`src/rtl/pc_next_unit.sv`:
```
module pc_next_unit #(
  parameter int ADDR_W   = 24,
  parameter int OFF_W    = 16,
  parameter int REL_W    = 8,
  parameter int LEN_W    = 3,
  parameter logic [ADDR_W-1:0] RESET_PC = 24'h008000
) (
  input  logic              clk,
  input  logic              rst_n,
  input  logic [3:0]        op,
  input  logic [OFF_W:0]    ea,
  input  logic [REL_W-1:0]  rel_disp,
  input  logic [LEN_W-1:0]  instr_len,
  input  logic [ADDR_W-1:0] far_addr,
  input  logic [ADDR_W-OFF_W-1:0] pop_ext,
  input  logic [7:0]        pop_hi,
  input  logic [7:0]        pop_lo,
  output logic [ADDR_W-1:0] pc,
  output logic              sect_cross
);
  localparam int SEC_W = ADDR_W - OFF_W;

  logic [SEC_W-1:0]  sec;
  logic [ADDR_W-1:0] sec_base, rel_sum, idx_sum, nxt;

  assign sec      = pc[ADDR_W-1:OFF_W];
  assign sec_base = {sec, {OFF_W{1'b0}}};
  assign rel_sum  = pc + ADDR_W'(instr_len)
                  + {{(ADDR_W-REL_W){rel_disp[REL_W-1]}}, rel_disp};
  assign idx_sum  = sec_base + {{(ADDR_W-OFF_W-1){1'b0}}, ea};

  always_comb begin
    case (op)
      4'd1:    nxt = pc + 1'b1;
      4'd2:    nxt = rel_sum;
      4'd3,
      4'd5:    nxt = {sec, ea[OFF_W-1:0]};
      4'd4:    nxt = idx_sum;
      4'd6:    nxt = {sec, pop_hi, pop_lo};
      4'd7:    nxt = far_addr;
      4'd8:    nxt = {pop_ext, pop_hi, pop_lo};
      default: nxt = pc;
    endcase
  end

  always_ff @(posedge clk) begin
    if (!rst_n) begin
      pc         <= RESET_PC;
      sect_cross <= 1'b0;
    end else begin
      pc         <= nxt;
      sect_cross <= (nxt[ADDR_W-1:OFF_W] != sec);
    end
  end
endmodule


```
`config.mk`:
```
export PLATFORM = sky130hd
export DESIGN_NAME = pc_next_unit
export DESIGN_NICKNAME = d
export VERILOG_FILES = /design/src/rtl/pc_next_unit.sv
export SDC_FILE = /design/constraint.sdc
export NUM_CORES = 1
export LEC_CHECK = 0
export CAP_MARGIN = 40
export CORE_MARGIN = 2
export CORE_UTILIZATION = 60
export CTS_BUF_LIST = sky130_fd_sc_hd__clkbuf_16
export CTS_CLUSTER_SIZE = 12
export DETAILED_ROUTE_END_ITERATION = 10
export DONT_BUFFER_PORTS = 1
export PLACE_DENSITY = 0.76
export SKIP_LAST_GASP = 1
export SLEW_MARGIN = 20
export SYNTH_ARGS = -nofsm -noshare
export SYNTH_HDL_FRONTEND = slang
export SYNTH_SLANG_ARGS = --single-unit
```
`constraint.sdc`:
```
create_clock -name clk -period 10.6 [get_ports clk]
set_input_delay 1.59 -clock clk [delete_from_list [all_inputs] [get_ports clk]]
set_output_delay 1.59 -clock clk [all_outputs]
set_load 0.03 [all_outputs]
```
==> impl_metrics.py <==
metrics = {
    "status": {
        "status": "completed",
    },
    "place": {
        "placement.io_buffers": 0,
        "gp_congestion": 0.893,
        "place_hpwl_mm": 9.51,
    },
    "worst_setup_path": {
        "crit_start": "rel_disp[1]",
        "critical-path-max-stage-delay_ps": 460,
        "timing.critical_path.cells": "fa_1 -> ha_1 -> fa_1 -> a21o_1 -> a221oi_4 -> o21ai_2 -> a211oi_2 -> mux2i_1 -> and3_1 -> mux2i_1 -> nand4_1 -> o41a_1",
        "worstPathRequired_ps": 10750,
        "critical-path-slowest-cell": "fa_1",
        "crit_arrival_ps": 4940,
        "critPathCaptureType": "flip-flop",
        "timing_worst_setup_path_type": "in2reg",
        "critical_path.top_delay_family": "compound AO/OA/AOI/OAI gates",
        "wp_buf_inv": 0,
        "worstPathMaxFanout": 5,
        "critical_path.startpoint_type": "input port",
        "crit-reg2reg-launch": "pc[1]$_SDFFE_PN0P_",
    },
    "floorplan": {
        "io_pins": 107,
        "dieWidth_um": 86.6,
        "start_util": 0.610,
        "std_cell_rows": 30,
        "coreArea_mm2": 0.00672,
        "die_y_um": 86.6,
        "die-area_mm2": 0.00751,
    },
    "synthesis": {
        "synth_enable_flop_cells": 0,
        "ys_warn_count": 0,
        "postSynthAreaPerCell_um2": 7.41,
        "synth.distinct_cells": 70,
        "synthesis.area_mm2": 0.00410,
        "ys_async_sr_fraction": 0,
        "synth_top_flop_cell": "dfxtp_1",
        "yosysSeqAreaShare": 0.122,
        "syn_nets": 684,
        "postSynthRegisterBits": 25,
        "synth_cells": 553,
    },
    "layout": {
        "post_route_cells_drive_above_1_share": 0.0571,
        "fillers": 636,
        "antenna-diode-count": 0,
        "layout.cells.most_common_list": "a21oi_1, ha_1, nand2_1, o21ai_0, nor2_1",
        "layout.cells.most_common": "a21oi_1",
        "area_growth_pct": 1.47,
        "num-nets-final": 657,
    },
    "power_and_ir_drop": {
        "power_density_mw_per_mm2": 102,
        "power.ir.vdd_worst_mv": 0.0681,
        "total_leakage_power_nw": 1.63,
    },
    "cts": {
        "cts_inserted_buffers": 3,
        "cts_max_path_buffers": 2,
        "clock_sink_count": 25,
        "cts_hold_buffers": 0,
        "worst_setup_hold_path_clk_slew_ps": 80,
        "post-cts-setup-buffers": 0,
        "tritoncts": "built",
        "insertion_delay_to_the_later_sink_of_the_worst_skew_pair_ps": 270,
        "htree_levels": 1,
        "cts_root_buffer": "clkbuf_16",
        "cts_repair_resize_count": 0,
    },
    "worst_hold_path": {
        "worstHoldPathType": "reg2reg",
        "hold_path_startpoint": "pc[3]$_SDFFE_PN0P_",
    },
    "sta": {
        "worst_clock_skew_ps": 11.4,
        "totalNegativeSetupSlack_ps": 0,
        "final_period_utilization": 0.452,
        "finalWorstPathRequiredPeriod_ps": 4790,
        "fmax_ghz": 0.209,
        "timing_hold_violations_final": 0,
        "max_slew_headroom_at_the_worst_pin": 0.474,
        "whs_ps": 706,
        "tightestPinTransition_ps": 789,
        "setup_violations": 0,
        "final_max_slew_viols": 0,
        "rsz0062_at_grt": "false",
    },
    "route": {
        "drc_errors": 0,
        "route.detailed.wl_per_inst_um": 20.9,
        "drt-total-wl_mm": 12.6,
        "routed_via_density": 7.31,
        "vias": 4422,
        "drtIter0Drc": 267,
        "drt_first_pass_iters": 5,
        "detail-route-antenna-nets": 0,
    },
    "global_route": {
        "vias_in_the_first_global_route": 3980,
        "grt.total_usage": 0.328,
        "grt_first_pass_wirelength_mm": 19.9,
        "grt_max_degree": 31,
        "grt_antenna_before_repair": 0,
        "gr-total-overflow": 0,
    },
    "flow_run": {
        "max_cap_viol_count": 0,
    },
}
## flip-flops by register name, summed over array words and instances, names as in the netlist
signal / flops
pc: 24
sect_cross: 1
## routing by layer
layer,vias up,track usage,part of all wire
li1,2103,-,-
met5,-,0,0
met2,249,0.521,0.45
met4,0,0.0668,0.0094
met1,2056,0.476,0.45
met3,14,0.0429,0.095
## stage by stage
step           std cells  instance area (um^2)  utilization  setup slack [ps]  power (W)
5_1_grt              605                  4160        0.619              5640   0.000451
6_report             605                  4160        0.619              5810   0.000426
4_1_cts              605                  4160        0.619              5800   0.000420
2_1_floorplan        553                  4100            -              5860   0.000292
3_5_place_dp         601                  4080        0.607              5560   0.000330
3_3_place_gp         600                  4070        0.605              5640   0.000327
## worst register-to-register path, stage by stage, from the launching register on
cell and delay [ps]:
dfxtp_1 650, fa_1 510, ha_1 250, fa_1 420, a21o_1 240, a221oi_4 380, o21ai_2 140, a211oi_2 270
mux2i_1 230, and3_1 220, mux2i_1 200, nand4_1 120, o41a_1 420
## area by class of cell
| cell class | count | area [um^2] | area share |
|---|---|---|---|
| Clock buffer | 3 | 75.1 | 0.0181 |
| Clock inverter | 1 | 7.51 | 0.00181 |
| Timing Repair Buffer | 6 | 45.0 | 0.0108 |
| Tap cell | 80 | 100 | 0.0241 |
| Sequential cell | 25 | 500 | 0.120 |
| Multi-Input combinational cell | 474 | 3370 | 0.810 |
| Inverter | 16 | 60.1 | 0.0144 |
## report_power, final
part	internal [W]	total (W)	switching, W
clock	0.0000515	0.0000909	0.0000394
sequential	0.000103	0.000143	0.0000398
combinational	0.0000799	0.000193	0.000113
total	0.000234	0.000426	0.000192
## cells by family after synthesis
logic type,Yosys count,synth area share
XOR/XNOR,27,0.0577
flip-flops,25,0.122
adder cells (fa/ha/maj),49,0.157
AO/OA/AOI/OAI,211,0.359
AND/OR/NAND/NOR,182,0.234
buffers and inverters,54,0.0571
multiplexers,5,0.0125
## final timing paths
path                           endpoint  slack [ps]  cells after the start
setup reg to reg  sect_cross$_SDFF_PN0_        6420                     12
hold / removal       pc[3]$_SDFFE_PN0P_         710                      2
setup / recovery  sect_cross$_SDFF_PN0_        5810                     12
hold reg to reg      pc[3]$_SDFFE_PN0P_         710                      2
## cells in the mapped netlist, drive strengths merged, types with 3 or more instances
library cell | number | area share
and3 | 16 | 0.024
nand2b | 4 | 0.0061
a21oi | 51 | 0.062
clkbuf | 23 | 0.021
or3 | 8 | 0.012
inv | 15 | 0.014
and2 | 4 | 0.0061
nor4 | 4 | 0.0076
o311ai | 3 | 0.0064
a211oi | 10 | 0.020
a222oi | 6 | 0.015
mux2i | 4 | 0.0098
dfxtp | 25 | 0.12
nand4 | 16 | 0.024
nor2 | 35 | 0.032
o22ai | 3 | 0.0046
xnor2 | 16 | 0.034
a22oi | 5 | 0.0092
xor2 | 11 | 0.024
a31oi | 9 | 0.014
ha | 45 | 0.14
nand3 | 20 | 0.024
nor3 | 18 | 0.026
fa | 4 | 0.020
buf | 15 | 0.021
a21o | 9 | 0.016
o21bai | 3 | 0.0055
o31ai | 4 | 0.0073
a221o | 8 | 0.020
a31o | 5 | 0.011
nor4b | 3 | 0.012
o21a | 10 | 0.018
o211ai | 3 | 0.0055
a221oi | 20 | 0.047
nand2 | 44 | 0.040
o21ai | 42 | 0.052
Power figures use the tool's default switching activity.
